## src/rtl/tmr_merge_pkg.sv

```systemverilog
// Shared widths and field types for the dual-timer output combiner.
package tmr_merge_pkg;
    localparam int SEL_W  = 2;
    localparam int MODE_W = 2;
    localparam int CFG_W  = SEL_W + MODE_W + 1;

    typedef enum logic [SEL_W-1:0] {
        MRG_AND  = 2'b00,
        MRG_OR   = 2'b01,
        MRG_NOR  = 2'b10,
        MRG_NAND = 2'b11
    } merge_op_e;

    typedef enum logic [MODE_W-1:0] {
        DRV_NORMAL   = 2'b00,
        DRV_PINGPONG = 2'b01,
        DRV_LOW      = 2'b10,
        DRV_HIGH     = 2'b11
    } drive_e;

    typedef struct packed {
        merge_op_e op;
        drive_e    drv;
        logic      init;
    } cfg_t;
endpackage

```

## src/rtl/tmr_merge_ctl.sv

```systemverilog
// Control register. Holds the merge code, the submode and the initial-level bit.
// Tracks the idle (pre-count) state and the ping-pong enable.
// Assumes: rst_n is synchronous; a write outranks a stop-recovery pulse.
module tmr_merge_ctl
    import tmr_merge_pkg::*;
(
    input  logic             clk,
    input  logic             rst_n,
    input  logic             stop_rcv,
    input  logic             cfg_we,
    input  logic [CFG_W-1:0] cfg_wdata,
    input  logic             t16_run,
    output cfg_t             cfg_q,
    output logic             waiting_q,
    output logic             pp_q
);
    cfg_t wr_cfg;
    assign wr_cfg = cfg_t'(cfg_wdata);

    // Update the control fields on reset, on a write or on stop recovery.
    always_ff @(posedge clk) begin
        if (!rst_n) begin
            cfg_q <= '{op: MRG_AND, drv: DRV_NORMAL, init: 1'b0};
            pp_q  <= 1'b0;
        end else if (cfg_we) begin
            cfg_q <= wr_cfg;
            pp_q  <= (wr_cfg.drv == DRV_PINGPONG);
        end else if (stop_rcv) begin
            cfg_q.drv  <= DRV_NORMAL;
            cfg_q.init <= 1'b0;
            pp_q       <= 1'b0;
        end
    end

    // Idle flag: armed by reset, stop or a normal/ping-pong write; cleared once counting is seen.
    always_ff @(posedge clk) begin
        if (!rst_n) begin
            waiting_q <= 1'b1;
        end else if (cfg_we) begin
            waiting_q <= (wr_cfg.drv == DRV_NORMAL) || (wr_cfg.drv == DRV_PINGPONG);
        end else if (stop_rcv) begin
            waiting_q <= 1'b1;
        end else if (t16_run) begin
            waiting_q <= 1'b0;
        end
    end


    stop_keeps_sel_chk: assert property (@(posedge clk) disable iff (!rst_n)
        (stop_rcv && !cfg_we) |=> (cfg_q.op == $past(cfg_q.op)) && (cfg_q.drv == DRV_NORMAL));

    pp_set_chk: assert property (@(posedge clk) disable iff (!rst_n)
        (cfg_we && cfg_wdata[2:1] == 2'b01) |=> pp_q);

    pp_clear_chk: assert property (@(posedge clk) disable iff (!rst_n)
        (cfg_we && cfg_wdata[2:1] != 2'b01) |=> !pp_q);

    reset_clear_chk: assert property (@(posedge clk)
        !rst_n |=> (cfg_q == '0) && !pp_q);
endmodule

```

## src/rtl/tmr_merge_logic.sv

```systemverilog
// Boolean merge of the two timer levels, registered.
// Assumes: sel is stable from the control register.
module tmr_merge_logic
    import tmr_merge_pkg::*;
(
    input  logic      clk,
    input  logic      rst_n,
    input  merge_op_e sel,
    input  logic      a_lvl,
    input  logic      b_lvl,
    output logic      out_q
);
    logic mrg_d;

    // Pick the merge function from the code.
    always_comb begin
        case (sel)
            MRG_AND:  mrg_d = a_lvl & b_lvl;
            MRG_OR:   mrg_d = a_lvl | b_lvl;
            MRG_NOR:  mrg_d = ~(a_lvl | b_lvl);
            default:  mrg_d = ~(a_lvl & b_lvl);
        endcase
    end

    // Register the merged level.
    always_ff @(posedge clk) begin
        if (!rst_n) out_q <= 1'b0;
        else        out_q <= mrg_d;
    end


    and_both_high_chk: assert property (@(posedge clk) disable iff (!rst_n)
        (sel == MRG_AND && a_lvl && b_lvl) |=> out_q);

    nor_any_high_chk: assert property (@(posedge clk) disable iff (!rst_n)
        (sel == MRG_NOR && (a_lvl || b_lvl)) |=> !out_q);
endmodule

```

## src/rtl/tmr_merge_pin.sv

```systemverilog
// Drives the 16-bit timer pin: forced levels, the idle level before counting, or the timer level.
// Assumes: waiting comes from the control block and is cleared after counting is seen.
module tmr_merge_pin
    import tmr_merge_pkg::*;
(
    input  logic   clk,
    input  logic   rst_n,
    input  cfg_t   cfg,
    input  logic   waiting,
    input  logic   t16_lvl,
    input  logic   t16_run,
    output logic   pin_q
);
    logic pin_d;

    // Choose the pin level for the submode.
    always_comb begin
        case (cfg.drv)
            DRV_LOW:  pin_d = 1'b0;
            DRV_HIGH: pin_d = 1'b1;
            default:  pin_d = (waiting && !t16_run) ? ~cfg.init : t16_lvl;
        endcase
    end

    // Register the pin level.
    always_ff @(posedge clk) begin
        if (!rst_n) pin_q <= 1'b1;
        else        pin_q <= pin_d;
    end


    force_low_chk: assert property (@(posedge clk) disable iff (!rst_n)
        (cfg.drv == DRV_LOW) |=> !pin_q);

    force_high_chk: assert property (@(posedge clk) disable iff (!rst_n)
        (cfg.drv == DRV_HIGH) |=> pin_q);

    idle_level_chk: assert property (@(posedge clk) disable iff (!rst_n)
        (cfg.drv[1] == 1'b0 && waiting && !t16_run) |=> (pin_q == !$past(cfg.init)));
endmodule

```

## src/rtl/tmr_out_merge.sv

```systemverilog
// Top of the dual-timer output combiner: control register, merge path, pin driver.
// Assumes: timer levels and the counting flag are synchronous to clk.
module tmr_out_merge
    import tmr_merge_pkg::*;
(
    input  logic             clk,
    input  logic             rst_n,
    input  logic             stop_rcv,
    input  logic             t8_lvl,
    input  logic             t16_lvl,
    input  logic             t16_run,
    input  logic             cfg_we,
    input  logic [CFG_W-1:0] cfg_wdata,
    output logic             merged_out,
    output logic             t16_pin,
    output logic             pingpong_on
);
    cfg_t cfg_q;
    logic waiting_q;

    tmr_merge_ctl u_ctl (
        .clk(clk), .rst_n(rst_n), .stop_rcv(stop_rcv), .cfg_we(cfg_we),
        .cfg_wdata(cfg_wdata), .t16_run(t16_run),
        .cfg_q(cfg_q), .waiting_q(waiting_q), .pp_q(pingpong_on)
    );

    tmr_merge_logic u_logic (
        .clk(clk), .rst_n(rst_n), .sel(cfg_q.op),
        .a_lvl(t8_lvl), .b_lvl(t16_lvl), .out_q(merged_out)
    );

    tmr_merge_pin u_pin (
        .clk(clk), .rst_n(rst_n), .cfg(cfg_q), .waiting(waiting_q),
        .t16_lvl(t16_lvl), .t16_run(t16_run), .pin_q(t16_pin)
    );


    follow_after_run_chk: assert property (@(posedge clk) disable iff (!rst_n)
        (!cfg_we && !stop_rcv && cfg_q.drv[1] == 1'b0 && !waiting_q) |=> (t16_pin == $past(t16_lvl)));
endmodule

```

## config.mk

```make
export PLATFORM = sky130hd
export DESIGN_NAME = tmr_out_merge
export DESIGN_NICKNAME = d
export VERILOG_FILES = /design/src/rtl/tmr_merge_pkg.sv /design/src/rtl/tmr_merge_ctl.sv /design/src/rtl/tmr_merge_logic.sv /design/src/rtl/tmr_merge_pin.sv /design/src/rtl/tmr_out_merge.sv
export SDC_FILE = /design/constraint.sdc
export NUM_CORES = 1
export LEC_CHECK = 0
export CORE_AREA = 2 2 39 41
export DETAILED_ROUTE_END_ITERATION = 16
export DIE_AREA = 0 0 41 43
export SETUP_SLACK_MARGIN = 0.3
export SLEW_MARGIN = 40
export SYNTH_ARGS = -nofsm -noshare
export SYNTH_HDL_FRONTEND = slang
export SYNTH_SLANG_ARGS = --single-unit
```

## constraint.sdc

```tcl
create_clock -name clk -period 1.1 [get_ports clk]
set_input_delay 0.165 -clock clk [delete_from_list [all_inputs] [get_ports clk]]
set_output_delay 0.165 -clock clk [all_outputs]
set_load 0.01 [all_outputs]
```

Yosys cells after proc, flatten, opt, wreduce, memory -nomap -nowiden
Cells that the tools add are included.
- register bits after elaboration: 9
- bits in latches: 0
- RAM bits: 0
- memory bits (read-only): 0
- input port bits: 12
- output and inout bits: 3
- logic and storage cells: 34
- memories: 0
- $add $sub $neg: 0
- multiply operators: 0
- div/mod/pow operators: 0
- magnitude comparators: 0
- equal/unequal tests: 5
- shifts and indexed selects: 0
- multiplexer cells: 10
- bitwise gates (word level): 5
- reductions and logical operators: 7
- operators with widths (cell ; number):
    equality test 2 bit (second input constant) ; 3
    2-to-1 mux 1 bit ; 6
    2-to-1 mux 3 bit ; 2
    equality test 2 x 1 -> 1 bit (second input constant) ; 2
    zero test 2 bit ; 2
    inverter 1 bit ; 3
    one-hot mux 1 bit (3 select lines) ; 1
    nonzero test 3 bit ; 1
    one-hot mux 1 bit (2 select lines) ; 1
    nonzero test 2 bit ; 1
    AND 1 bit ; 1
    logical AND 1 bit ; 1
    zero test 1 bit ; 1
    logical OR 1 bit ; 1
    bitwise OR 1 bit ; 1

Depth between registers and ports, before layout
Gate-level depths: netlist of the first run.
- depth after elaboration: 4
- gate-level depth with buffers: 4
- depth with buffers taken out: 3

Modules after synthesis
From an unflattened synthesis of the first run, not the netlist that was laid out.
- cells, all modules: 40
- area total of the unflattened synthesis: 402.9 um2
- by module, submodules not included (module ; times used ; cells each ; area each (um2) ; sequential area each (um2)):
    tmr_merge_ctl ; 1 ; 28 ; 281.5 ; 140.1
    tmr_merge_logic ; 1 ; 6 ; 63.8 ; 20.0
    tmr_merge_pin ; 1 ; 6 ; 57.6 ; 20.0

Worst setup path after synthesis of the first run
OpenSTA, ideal clock, no wires.
- kind: reg-to-reg
- start point: register, netlist name u_ctl.cfg_q[3]
- end point: register u_logic.out_q
- setup time: 0.119 ns
- arrival time: 0.882 ns
- data required time: 0.981 ns
- path slack: 0.100 ns
- cell stages (with the launch flop): 3
- path buffers: 0
- period minus slack after synthesis: 1.000 ns
- cell sequence: dfxtp_1 maj3_1 o221a_2
- cells in the longest elaborated chain, start to end: 2
- elaborated cells between the ends (all ways): 4
- classes of those cells: 2 x eq/ne; 1 x mux; 1 x reduce/logical
- ends and longest elaborated chain (element ; RTL line ; RTL):
    equality test 2 bit (tied with other cells) ; tmr_merge_logic.sv:17 ; case (sel)
    one-hot mux 1 bit (3 select lines) * ; tmr_merge_logic.sv:17 ;
    to (signal assigned) ; tmr_merge_logic.sv:28 ; else out_q <= mrg_d;
    to (decl) ; tmr_merge_logic.sv:11 ; output logic out_q
Mark *: on every way between the ends. The rest lies on a longest branch, timed or not.
A chain may end at the register's enable or synchronous reset.

Final worst setup path of the first run
- start point: register, netlist name u_ctl.cfg_q[3]
- end point: register u_logic.out_q
- cells in the longest elaborated chain, start to end: 2
- elaborated cells between the ends (all ways): 4
- classes of those cells: 2 x eq/ne; 1 x mux; 1 x reduce/logical
- ends and longest elaborated chain (element ; RTL line):
    equality test 2 bit (tied with other cells) ; tmr_merge_logic.sv:17
    one-hot mux 1 bit (3 select lines) * ; tmr_merge_logic.sv:17
Marks and branches as above.

==> impl_metrics.tcl, run 1 <==
set metrics [dict create \
    status "complete, no violations" \
    tightest_slew_ns 0.278 \
    nNetsFinal 73 \
    yosysTopAreaCell "dfxtp_1" \
    die_h_um 43 \
    path_buf_inv 0 \
    worstPathRequired_ns 1.24 \
    syn_nets 50 \
    area.growth.synth_to_final_pct 58.6 \
    timing.rr.end "u_logic.out_q$_SDFF_PN0_" \
    pin_count 15 \
    drt_iter0_drc 4 \
    cts_hold_buffers 0 \
    p_leak_nw 0.254 \
    rsz0062_at_grt "true" \
    cts_tree "yes" \
    clk_latency_ns 0.25 \
    critPathMaxStageDelay_ns 0.32 \
    powerDensity_nw_per_um2 1210 \
    finalMaxSlewViolations 0 \
    cp_data_arrival_time_ns 1.12 \
    setup_violations 0 \
    maxSlewHeadroom_pct 81.5 \
    fin_crit_sh_pct 88.6 \
    period_minus_slack_ns 0.975 \
    fmax_mhz 1030 \
    ys.warnings.count 0 \
    crit_chain "maj3_2, o221a_4" \
    whs_endpoint "u_ctl.cfg_q[1]$_SDFFE_PN0P_" \
    dp_cells 71 \
    syn_avg_cell_area_um2 10.0 \
    final_cells 76 \
    first_pass_iters 2 \
    syn_area_um2 380 \
    wirelength_um 799 \
    drive_above_1_share_pct 38.3 \
    hold_violations 0 \
    cts_made_buffers 3 \
    drc 0 \
    avgViaCountPerCell 4.51 \
    worstRegToRegCells 2 \
    floorplan.initialDensity_pct 27.5 \
    crit_type "flip-flop to flip-flop" \
    rows 14 \
    worstHoldPathCells 3 \
    fin_area_um2 603 \
    synth_top_area_share_pct 47.4 \
    clk_pin_slew_ns 0.06 \
    cp_max_fo 2 \
    clock-sinks 9 \
    gp_congestion 0.685 \
    ys_seq_area_share_pct 47.4 \
    ir_drop_v 0.000554 \
    synth_area_leaders "dfxtp_1 (47%), nor2b_1 (6.6%), mux2i_1 (5.3%), a21boi_0 (3.9%), nand2_1 (3.9%)" \
    cp_num_cells 2 \
    fill_cells 152 \
    r2r-start "u_ctl.cfg_q[3]$_SDFFE_PN0P_" \
    place_area_um2 562 \
    cts_root_buf "clkbuf_4" \
    track_usage_pct 10.7 \
    ys_types 20 \
    crit_slowest_cell "dfxtp_2" \
    worst-r2r-setup-slack_ns 0.13 \
    clock_path_buffers 2 \
    ant_nets 0 \
    fin_skew_ns 0.00389 \
    cp_top_family "flip-flops" \
    antenna_found_initial 0 \
    fp.coreArea_um2 1380 \
    ys_ff_latch 9 \
    htreeDepth 1 \
    drv_cap 0 \
    first_global_vias 301 \
    post_drt_wl_per_cell_um 10.5 \
    vias 343 \
    grt_pass1_wl_um 1230 \
    grt_max_degree 10 \
    critPathLaunchType "flip-flop" \
    min_path_type "primary input to flip-flop" \
    min_from "cfg_we" \
    grt_overflow 0 \
    syn-instance-count 38 \
    numPortBuffers 14 \
    diodes 0 \
    cp-end-kind "flip-flop" \
    die_w_um 41 \
    die_area_um2 1760 \
]
layer usage:
metal | GRT usage [%] | share of wire [%] | vias up
met1 | 12.8 | 46 | 155
met2 | 15.3 | 49 | 8
met3 | 3.14 | 4.6 | 2
li1 | - | - | 178
met4 | 8.00 | 1.0 | 0
met5 | 0 | 0 | -
worst max path at each step:
stage                                      startpoint                           to  slack (ns)
after global placement                         cfg_we  u_ctl.cfg_q[1]$_SDFFE_PN0P_       -0.22
after CTS                     u_ctl.pp_q$_SDFFE_PN0P_                  pingpong_on        0.08
after floorplan           u_ctl.cfg_q[3]$_SDFFE_PN0P_     u_logic.out_q$_SDFF_PN0_        0.16
after global routing      u_ctl.cfg_q[3]$_SDFFE_PN0P_     u_logic.out_q$_SDFF_PN0_        0.11
after detailed placement                       cfg_we  u_ctl.cfg_q[4]$_SDFFE_PN0P_       -0.23
final                     u_ctl.cfg_q[3]$_SDFFE_PN0P_     u_logic.out_q$_SDFF_PN0_        0.13
metrics by stage:
step                total power (W)  hold slack, ns  setup TNS [ns]  util (%)  setup slack [ns]
finish                     0.000729           0.283               0      43.6             0.125
global route               0.000780           0.300               0      43.6             0.110
CTS                        0.000732           0.373               0      42.4            0.0778
detailed placement         0.000485           0.477           -1.57      40.6            -0.233
global placement           0.000484           0.475           -1.47      40.6            -0.218
floorplan                  0.000410           0.241               0         -             0.157
logic make-up (layout without fill, tap and decap cells):
kind of cell    Yosys count  in the layout  synth area share [%]
simple gates             14             14                  21.1
compound gates           10             10                  19.7
flops                     9              9                  47.4
mux                       2              2                  5.26
buf+inv                   2             24                  3.95
fa+ha+maj                 1              1                  2.63
registers in the layout, indices dropped and copies added, names as in the netlist:
name / flops
u_logic.out_q: 1
u_ctl.cfg_q: 5
u_ctl.waiting_q: 1
u_pin.pin_q: 1
u_ctl.pp_q: 1
tightest hold or removal path, stage by stage:
cell      delay [ns]
clkbuf_2        0.16
nand2_1         0.11
a21boi_1        0.06
report_power, final:
group	internal [W]	switching [W]	total, W
sequential	0.000348	0.0000103	0.000358
combinational	0.0000780	0.0000450	0.000123
clock	0.000139	0.000109	0.000248
cell type report:
cell class	instances	area, um^2	share of cell area [%]
timing repair buffer	19	158	26.1
tap	16	20.0	3.32
clock buffer	4	26.3	4.36
multi-input combinational	27	208	34.4
inverter	1	3.75	0.622
sequential	9	188	31.1
cell usage after synthesis, drive strengths merged:
cell and number:
a211oi 1, a21bo 1, a21boi 3, a21oi 1, and2 1, buf 1, dfxtp 9, inv 1
maj3 1, mux2i 2, nand2 4, nand2b 1, nor2 1, nor2b 4, nor3b 2, o21ai 2
o221a 1, o32ai 1, or3b 1
cells in the final DEF (no fill, tap or decap), types with 2 or more instances in the layout:
cell | Yosys | final
a21boi_0 | 2 | 2
buf_4 | 0 | 5
clkbuf_2 | 0 | 2
clkbuf_4 | 0 | 3
clkdlybuf4s50_1 | 0 | 5
dfxtp_1 | 9 | 3
dfxtp_2 | 0 | 6
dlygate4sd2_1 | 0 | 5
mux2i_1 | 2 | 2
nand2_1 | 4 | 4
nor2b_1 | 4 | 4
what timing repair did:
action                     4_1_cts  5_1_grt
setup endpoints to repair       12       10
pin swaps                        2        0
gates resized for setup         19       10
buffers inserted                 1        0
Note: power is estimated with default switching activity, not from simulation.
==> inputs of run 2 (changes only) <==
--- a/config.mk
+++ b/config.mk
@@ -9,7 +9,7 @@
 export DETAILED_ROUTE_END_ITERATION = 16
 export DIE_AREA = 0 0 41 43
 export SETUP_SLACK_MARGIN = 0.3
-export SLEW_MARGIN = 40
+export SLEW_MARGIN = 20
 export SYNTH_ARGS = -nofsm -noshare
 export SYNTH_HDL_FRONTEND = slang
 export SYNTH_SLANG_ARGS = --single-unit
==> results of run 2 <==
No change in the layout: final DEF, timing and power equal those of run 1.
